==> src/rtl/prb_pkg.sv <==
package prb_pkg;

  function automatic int fact(input int n);
    int r;
    r = 1;
    for (int i = 2; i <= n; i++) r = r * i;
    return r;
  endfunction

  function automatic int flog2(input int x);
    int b;
    b = 0;
    while ((1 << (b + 1)) <= x) b++;
    return b;
  endfunction

  // number of bits regenerated for a K-input LUT
  function automatic int pk_of(input int k);
    return flog2(fact(k));
  endfunction

  // bits obtainable by concatenating whole low-order digit bits
  function automatic int concat_width(input int k);
    int s;
    s = 0;
    for (int i = 0; i < k; i++) s += flog2(k - i);
    return s;
  endfunction

endpackage

==> src/rtl/prb_order_cmp.sv <==
module prb_order_cmp #(
  parameter int K     = 4,
  parameter int SEL_W = 6
) (
  input  logic [K*SEL_W-1:0] sel_codes,
  output logic [K*K-1:0]     outranks
);
  // outranks[i*K+j] set when a later position j holds a smaller code than i
  for (genvar gi = 0; gi < K; gi++) begin : g_row
    for (genvar gj = 0; gj < K; gj++) begin : g_col
      if (gj > gi) begin : g_cmp
        assign outranks[gi*K+gj] =
          sel_codes[gj*SEL_W +: SEL_W] < sel_codes[gi*SEL_W +: SEL_W];
      end else begin : g_none
        assign outranks[gi*K+gj] = 1'b0;
      end
    end
  end
endmodule

==> src/rtl/prb_rank_count.sv <==
module prb_rank_count #(
  parameter int K  = 4,
  parameter int DW = 2
) (
  input  logic [K*K-1:0]  outranks,
  output logic [K*DW-1:0] digits
);
  for (genvar gi = 0; gi < K; gi++) begin : g_digit
    logic [DW-1:0] cnt;
    always_comb begin
      cnt = '0;
      for (int j = 0; j < K; j++) cnt = cnt + DW'(outranks[gi*K+j]);
    end
    assign digits[gi*DW +: DW] = cnt;
  end
endmodule

==> src/rtl/prb_bit_pack.sv <==
module prb_bit_pack
  import prb_pkg::*;
#(
  parameter int K  = 4,
  parameter int DW = 2,
  parameter int PK = 4
) (
  input  logic [K*DW-1:0] digits,
  output logic [PK-1:0]   bits_out
);
  localparam bit USE_CONCAT = (concat_width(K) == PK);

  if (USE_CONCAT) begin : g_concat
    // d0 occupies the most significant end
    always_comb begin
      int off;
      off      = PK;
      bits_out = '0;
      for (int i = 0; i < K; i++) begin
        off      = off - flog2(K - i);
        bits_out = bits_out | PK'((int'(digits[i*DW +: DW]) &
                                   ((1 << flog2(K - i)) - 1)) << off);
      end
    end
  end else begin : g_rank
    // modular accumulation keeps only the low PK bits of the rank
    always_comb begin
      bits_out = '0;
      for (int i = 0; i < K; i++)
        bits_out = bits_out + PK'(int'(digits[i*DW +: DW]) * fact(K - 1 - i));
    end
  end
endmodule

==> src/rtl/perm_rank_regen.sv <==
module perm_rank_regen
  import prb_pkg::*;
#(
  parameter int K     = 4,
  parameter int SEL_W = 6,
  localparam int PK   = pk_of(K)
) (
  input  logic               clk,
  input  logic               rst,
  input  logic [K*SEL_W-1:0] sel_codes,
  output logic [PK-1:0]      regen_bits
);
  localparam int DW = $clog2(K);

  logic [K*K-1:0]  outranks;
  logic [K*DW-1:0] digits;
  logic [PK-1:0]   next_bits;

  prb_order_cmp #(.K(K), .SEL_W(SEL_W)) u_cmp (
    .sel_codes (sel_codes),
    .outranks  (outranks)
  );

  prb_rank_count #(.K(K), .DW(DW)) u_count (
    .outranks (outranks),
    .digits   (digits)
  );

  prb_bit_pack #(.K(K), .DW(DW), .PK(PK)) u_pack (
    .digits   (digits),
    .bits_out (next_bits)
  );

  always_ff @(posedge clk) begin
    if (rst) regen_bits <= '0;
    else     regen_bits <= next_bits;
  end
endmodule

==> config.mk <==
export PLATFORM = sky130hd
export DESIGN_NAME = perm_rank_regen
export DESIGN_NICKNAME = d
export VERILOG_FILES = /design/src/rtl/prb_pkg.sv /design/src/rtl/prb_order_cmp.sv /design/src/rtl/prb_rank_count.sv /design/src/rtl/prb_bit_pack.sv /design/src/rtl/perm_rank_regen.sv
export SDC_FILE = /design/constraint.sdc
export NUM_CORES = 1
export LEC_CHECK = 0
export ABC_AREA = 0
export BUFFER_PORTS_ARGS = -buffer_cell sky130_fd_sc_hd__buf_2
export CAP_MARGIN = 5
export CORE_UTILIZATION = 48
export CTS_BUF_LIST = sky130_fd_sc_hd__clkbuf_16
export DETAILED_ROUTE_END_ITERATION = 16
export PLACE_DENSITY = 0.77
export SLEW_MARGIN = 5
export SYNTH_ARGS = -nofsm -noshare
export SYNTH_HDL_FRONTEND = slang
export SYNTH_HIERARCHICAL = 1
export SYNTH_SLANG_ARGS = --single-unit
==> constraint.sdc <==
create_clock -name clk -period 2.3 [get_ports clk]
set_input_delay 0.46 -clock clk [delete_from_list [all_inputs] [get_ports clk]]
set_output_delay 0.46 -clock clk [all_outputs]
set_load 0.02 [all_outputs]
### After elaboration in Yosys (flattened, before gate mapping)

Index checks and enable logic that the tools add are counted.

| operators by class | value |
|---|---|
| add/sub/neg operators | 3 |
| $lt $le $gt $ge | 6 |
| bitwise logic cells | 2 |

Operators by type and width:

| cell | count |
|---|---|
| $lt A6 B6 Y1 | 6 |
| $or A4 B1 Y4 | 1 |
| $or A4 B2 Y4 | 1 |
| $add A1 B1 Y2 | 1 |
| $add A2 B1 Y2 | 1 |
| $add A1 B1 Y1 | 1 |

| storage, ports and cells | value |
|---|---|
| flip-flop bits (word level) | 4 |
| input port bits | 26 |
| output and inout port bits | 4 |
| word-level logic and storage cells | 12 |

### Longest topological paths before layout

Gate-level depths: netlist (run 1).

| logic depth | value |
|---|---|
| word-level depth | 5 |
| depth in mapped cells | 11 |

### Cells and area by module

Netlist (run 1), hierarchy kept.

By module, submodules not included:

| module | times used | cells an instance | area an instance (sq um) | sequential area each (sq um) |
|---|---|---|---|---|
| prb_order_cmp | 1 | 98 | 765.7 | 0.0 |
| prb_rank_count | 1 | 28 | 225.2 | 0.0 |
| perm_rank_regen | 1 | 8 | 105.1 | 80.1 |
| prb_bit_pack | 1 | 4 | 30.0 | 0.0 |

### Worst setup path before layout (run 1)

No wires, ideal clock.

| timing path | value |
|---|---|
| path kind | in2reg |
| start point | in sel_codes[5] |
| end point | reg regen_bits[3] |
| library setup time | 114 ps |
| data arrival time | 2210 ps |
| data required time | 2186 ps |
| setup slack | -23 ps |
| cell stages on the path | 11 |
| cell sequence | inv_1 > ha_1 > a21oi_1 > o221a_2 > inv_1 > fa_1 > inv_1 > ha_1 > xnor2_1 > buf_4 > nor2b_1 |

| between the ends | value |
|---|---|
| longest elaborated chain between the ends | 5 |
| elaborated cells on any way between the ends | 7 |
| classes of those cells | add/sub: 2; order compare: 3; bitwise: 2 |

RTL lines:

| element | line | text |
|---|---|---|
| start: declaration | perm_rank_regen.sv:10 | `input logic [K*SEL_W-1:0] sel_codes,` |
| $lt A6 B6 Y1 | prb_order_cmp.sv:13 | `sel_codes[gj*SEL_W +: SEL_W] < sel_codes[gi*SEL_W +: SEL_W];` |
| net outranks[1] | perm_rank_regen.sv:15 | `logic [K*K-1:0] outranks;` |
| $add A1 B1 Y2 | prb_rank_count.sv:12 | `for (int j = 0; j < K; j++) cnt = cnt + DW'(outranks[gi*K+j]);` |
| $add A2 B1 Y2 | prb_rank_count.sv:12 |  |
| net digits[1] | perm_rank_regen.sv:16 | `logic [K*DW-1:0] digits;` |
| $or A4 B2 Y4 | prb_bit_pack.sv:21 | `bits_out = bits_out \| PK'((int'(digits[i*DW +: DW]) &` |
| $or A4 B1 Y4 | prb_bit_pack.sv:21 |  |
| net next_bits[3] | perm_rank_regen.sv:17 | `logic [PK-1:0] next_bits;` |
| end signal: assignment | perm_rank_regen.sv:36 | `else regen_bits <= next_bits;` |
| end: declaration | perm_rank_regen.sv:11 | `output logic [PK-1:0] regen_bits` |

The timed path passes the listed nets, and every way through them passes these cells.
A chain may end at the register's enable or synchronous reset.

### Final worst setup path (run 1)

| timing path | value |
|---|---|
| start point | in sel_codes[5] |
| end point | reg regen_bits[3] |

| between the ends | value |
|---|---|
| elaborated cells on any way between the ends | 7 |
| classes of those cells | add/sub: 2; order compare: 3; bitwise: 2 |

RTL lines:

| element | line |
|---|---|
| $lt A6 B6 Y1 | prb_order_cmp.sv:13 |
| net outranks[3] | perm_rank_regen.sv:15 |
| $add A2 B1 Y2 | prb_rank_count.sv:12 |
| net digits[1] | perm_rank_regen.sv:16 |
| $or A4 B2 Y4 | prb_bit_pack.sv:21 |
| $or A4 B1 Y4 | prb_bit_pack.sv:21 |

The timed path passes the listed nets, and every way through them passes these cells.

==> reports/results.txt, run 1 <==
Max reg flops = 4
Fin. max-slew vios = 0
Die Wd = 48.2 um
Total track usage = 21.1%
Cells after Synth = 125
Worst Hold Class = in -> reg
Fill count = 180
TritonRoute pass-1 iters = 4
Resized Gates After CTS = 0
Setup crit end kind = flop
H-tree levels = 1
Die area = 2320 um2
Initial Utilization = 51.6%
Largest net degree at the start of global routing = 5
Dpl hpwl = 1.98 mm
CTS buffer count = 3
Clk pin slew, worst setup/hold paths = 0.03 ns
Top-level I/O count = 30
Initial antenna violation count = 0
Minimum clock period = 2.20 ns
Top Layer Used = met4
Max Freq = 455 MHz
Cell Pwr Density = 490 nW/um2
Via count = 907
Routed WL = 2.18 mm
CP most frequent cell = inv_1
Post-DRT Antenna Nets = 0
Syn-to-layout area delta = 22.8%
Setup bufs post-CTS = 0
Final worst-path cycle share = 95.7%
Layout cells sized above 1 = 27.1%
N_diodes = 0
Startpoint types = input port
Critical path class = in -> reg
Wire length on met3 = 112 um
First-pass GRT wire length = 3.32 mm
Number of port buffers = 29
CTS sink cnt = 4
Fin util = 63.3%
Crit-path cells = buf_2 -> inv_1 -> ha_1 -> a21oi_1 -> o221a_2 -> inv_1 -> fa_1 -> inv_1 -> ha_1 -> xnor2_1 -> nor2b_1
Critical Path AT = 2.32 ns
Routed len/inst = 12.0 um
Crit path largest cell delay = 0.50 ns
Outcome = completed
TritonCTS clock tree = built
Vias per inst = 4.98
Biggest register = regen_bits
Average cell area after synthesis = 8.18 um2
Routed wl met2 = 1.11 mm
RSZ-0062 raised after global routing = no
CP Max Fanout = 3
Nets = 219
CTS Hold Buffers Added = 0
Final hold viol count = 0
Synth warn = 6
TNS Setup = 0 ns
# setup viols final = 0
Finished Cell Area = 1250 um2
Slowest cell on crit path = fa_1
Vias in the first global route = 794
DRC Markers = 0
DRT iter0 DRCs = 17
Core Area = 1980 um2
Placed inst area = 1180 um2
Leak = 0.706 nW
Clk root buf = clkbuf_16
CTS Buffer Depth = 2
Total gr overflow = 0
Max-Cap Viols = 0
M1 WL = 915 um
Floorplan row count = 16
Routability cong. = 0.817
Worst vdd ir = 0.394 mV
Mapped Area = 1020 um2
Largest regs = regen_bits (4)
WP data required = 2.42 ns
Die Y-Extent = 48.2 um
placed cells by master, fill, tap and decap left out:
master	n
buf_4	3
o221a_2	6
conb_1	6
dfxtp_1	4
xnor2_1	1
inv_1	27
buf_2	29
ha_1	32
nand4_1	6
nand2b_1	6
ha_4	1
nand2_1	6
clkbuf_16	3
nor2b_1	4
a21oi_1	18
fa_1	3
report_power, final:
group	switching, W	leakage, nW	internal [W]	total, W
combinational	0.000135	0.635	0.000119	0.000254
clock	0.0000498	0.0370	0.000222	0.000272
sequential	0.00000290	0.0334	0.0000853	0.0000882
metrics by stage:
stage          power, W  hold slack, ns  setup slack [ns]  std cells
6_report       0.000614           0.458            0.0999        182
3_3_place_gp   0.000325           0.684           -0.0687        179
3_5_place_dp   0.000343           0.690            -0.133        179
5_1_grt        0.000661           0.476           0.00279        182
2_1_floorplan  0.000297           0.532           0.00371        130
4_1_cts        0.000620           0.457             0.111        182
worst max-delay path: cells and delay by family:
family                   cells  cell delay [ns]
buffers and inverters        4             0.31
AO/OA/AOI/OAI                2             0.36
AND/OR/NAND/NOR              1             0.12
adder cells (fa/ha/maj)      3             0.96
XOR/XNOR                     1             0.11
worst paths after layout:
path,start,to,depth (start not counted)
worst max-delay path,sel_codes[5],regen_bits[3]$_SDFF_PP0_,11
worst min-delay path,rst,regen_bits[0]$_SDFF_PP0_,2
per-layer routing:
metal	track usage, %	vias up
li1	-	469
met1	24.9	403
met4	8.33	0
met5	0	-
met2	38.4	31
met3	2.59	4
layout make-up:
cell class / count / area [um2] / share of cell area (%)
Clock buffer: 3 / 75.1 / 5.98
Inverter: 27 / 101 / 8.08
Multi-Input combinational cell: 89 / 797 / 63.5
Sequential cell: 4 / 80.1 / 6.38
Tap cell: 27 / 33.8 / 2.69
Timing Repair Buffer: 32 / 168 / 13.4
Note: power is estimated with default switching activity, not from simulation.
==> run 2, diff against run 1 <==
CORE_MARGIN = 2   (was default)
CORE_UTILIZATION = 35   (was 48)
PLACE_DENSITY = default   (was 0.77)
SKIP_LAST_GASP = 1   (was default)
==> reports/results.txt, run 2 (same netlist as run 1, synthesis figures left out) <==
WP data required = 2.41 ns (about the same)
Most frequent cells in the layout = ha_1, buf_2, inv_1
Layout cells sized above 1 = 28.8% (+1.7 points)
Via count = 876 (-3.4%)
Largest net degree at the start of global routing = 5 (unchanged)
CP most frequent cell = inv_1
Non-Filler Instances = 187 (+2.7%)
First-pass GRT wire length = 3.65 mm (+10%)
TNS Setup = 0 ns (unchanged)
# setup viols final = 0 (unchanged)
Die Wd = 58.0 um (+21%)
Biggest register = regen_bits
Vias per inst = 4.68 (-6.0%)
Slowest cell on crit path = fa_1
GRT met2 Usage = 25.0% (-13 points)
RSZ-0062 raised after global routing = no
Delay-heaviest family, CP = adder cells
Initial antenna violation count = 0 (unchanged)
Routability cong. = 0.859 (+5.2%)
Leak = 0.711 nW (+0.81%)
Final hold viol count = 0 (unchanged)
H-tree levels = 1 (unchanged)
Routing usage on met3 = 2.01% (-0.58 points)
Multi-input logic area = 805 um2 (+0.94%)
Syn-to-layout area delta = 24.7%
N_diodes = 0 (unchanged)
Largest regs = regen_bits (4)
Clk root buf = clkbuf_16
Fin. max-slew vios = 0 (unchanged)
CTS buffer count = 3 (unchanged)
CTS Hold Buffers Added = 0 (unchanged)
Outcome = completed
Cell Pwr Density = 477 nW/um2 (-2.5%)
Dpl hpwl = 1.99 mm (+0.53%)
Startpoint types = input port
Crit-path cells = buf_2 -> inv_1 -> ha_4 -> a21oi_1 -> o221a_2 -> inv_1 -> fa_1 -> inv_1 -> ha_1 -> xnor2_1 -> nor2b_1
Routed len/inst = 11.5 um (-3.6%)
CTS sink cnt = 4 (unchanged)
Nets = 220 (+0.46%)
Floorplan row count = 19 (+3)
Total track usage = 14.2% (-6.9 points)
CP Max Fanout = 3 (unchanged)
Final worst-path cycle share = 93.1% (-2.5 points)
Worst Hold Class = in -> reg
Met1 GRT Util = 17.5% (-7.4 points)
Resized Gates After CTS = 0 (unchanged)
Crit path largest cell delay = 0.49 ns (about the same)
Setup crit end kind = flop
Post-route setup slack = 0.158 ns (+0.0586 ns)
Max-Cap Viols = 0 (unchanged)
Post-placement setup slack = -0.0853 ns (+0.0481 ns)
DRC Markers = 0 (unchanged)
Minimum clock period = 2.14 ns (-0.0586 ns)
Initial Utilization = 37.1% (-15 points)
Routed WL = 2.16 mm (-0.92%)
Core Area = 2760 um2 (+39%)
TritonRoute pass-1 iters = 4 (unchanged)
Die Y-Extent = 58.0 um (+21%)
Cells after DPL = 184 (+2.8%)
Worst vdd ir = 0.494 mV (+26%)
Max reg flops = 4 (unchanged)
Total gr overflow = 0 (unchanged)
Setup bufs post-CTS = 0 (unchanged)
Fill count = 286 (+59%)
Commonest non-fill, non-tap cell in the layout = ha_1
Clk pin slew, worst setup/hold paths = 0.03 ns (about the same)
Critical Path AT = 2.26 ns (-0.06 ns)
Top-level I/O count = 30 (unchanged)
Sequential Area = 80.1 um2 (unchanged)
Max Freq = 467 MHz (+2.7%)
DRT iter0 DRCs = 17 (unchanged)
Most used routing layer = met2
Number of port buffers = 29 (unchanged)
Post-DRT Antenna Nets = 0 (unchanged)
Die area = 3370 um2 (+45%)
Bufs and invs on worst path = 4 (unchanged)
CTS Buffer Depth = 2 (unchanged)
Critical path class = in -> reg
Vias in the first global route = 882 (+11%)
TritonCTS clock tree = built
## run 2: power by group
group          internal (W)  switching, W
sequential        0.0000853    0.00000296
clock              0.000222     0.0000465
combinational      0.000119      0.000133
## run 2: final timing paths
check / endpoint / startpoint / slack (ns) / depth (start not counted)
setup / recovery: regen_bits[3]$_SDFF_PP0_ / sel_codes[5] / 0.16 / 11
hold / removal: regen_bits[1]$_SDFF_PP0_ / rst / 0.45 / 2
## run 2: routing by layer
| metal | part of all wire [%] | vias to the layer above |
|---|---|---|
| li1 | - | 472 |
| met1 | 47 | 371 |
| met2 | 45 | 30 |
| met3 | 6.9 | 3 |
| met4 | 1.1 | 0 |
| met5 | 0 | - |
## run 2: area by class of cell
type	count	share of cell area, %
clock buffer	3	5.89
inverter	27	7.95
multi-input combinational	89	63.1
sequential	4	6.28
tap	31	3.04
timing repair buffer	33	13.7
## run 2: through the flow
stage / hold slack, ns / instance area (um2) / total power [W] / utilization (%)
floorplan: 0.532 / 1050 / 0.000297 / -
global placement: 0.678 / 1190 / 0.000332 / 43.2
detailed placement: 0.682 / 1190 / 0.000339 / 43.2
CTS: 0.451 / 1270 / 0.000613 / 46.0
global route: 0.461 / 1270 / 0.000662 / 46.2
finish: 0.448 / 1270 / 0.000609 / 46.2
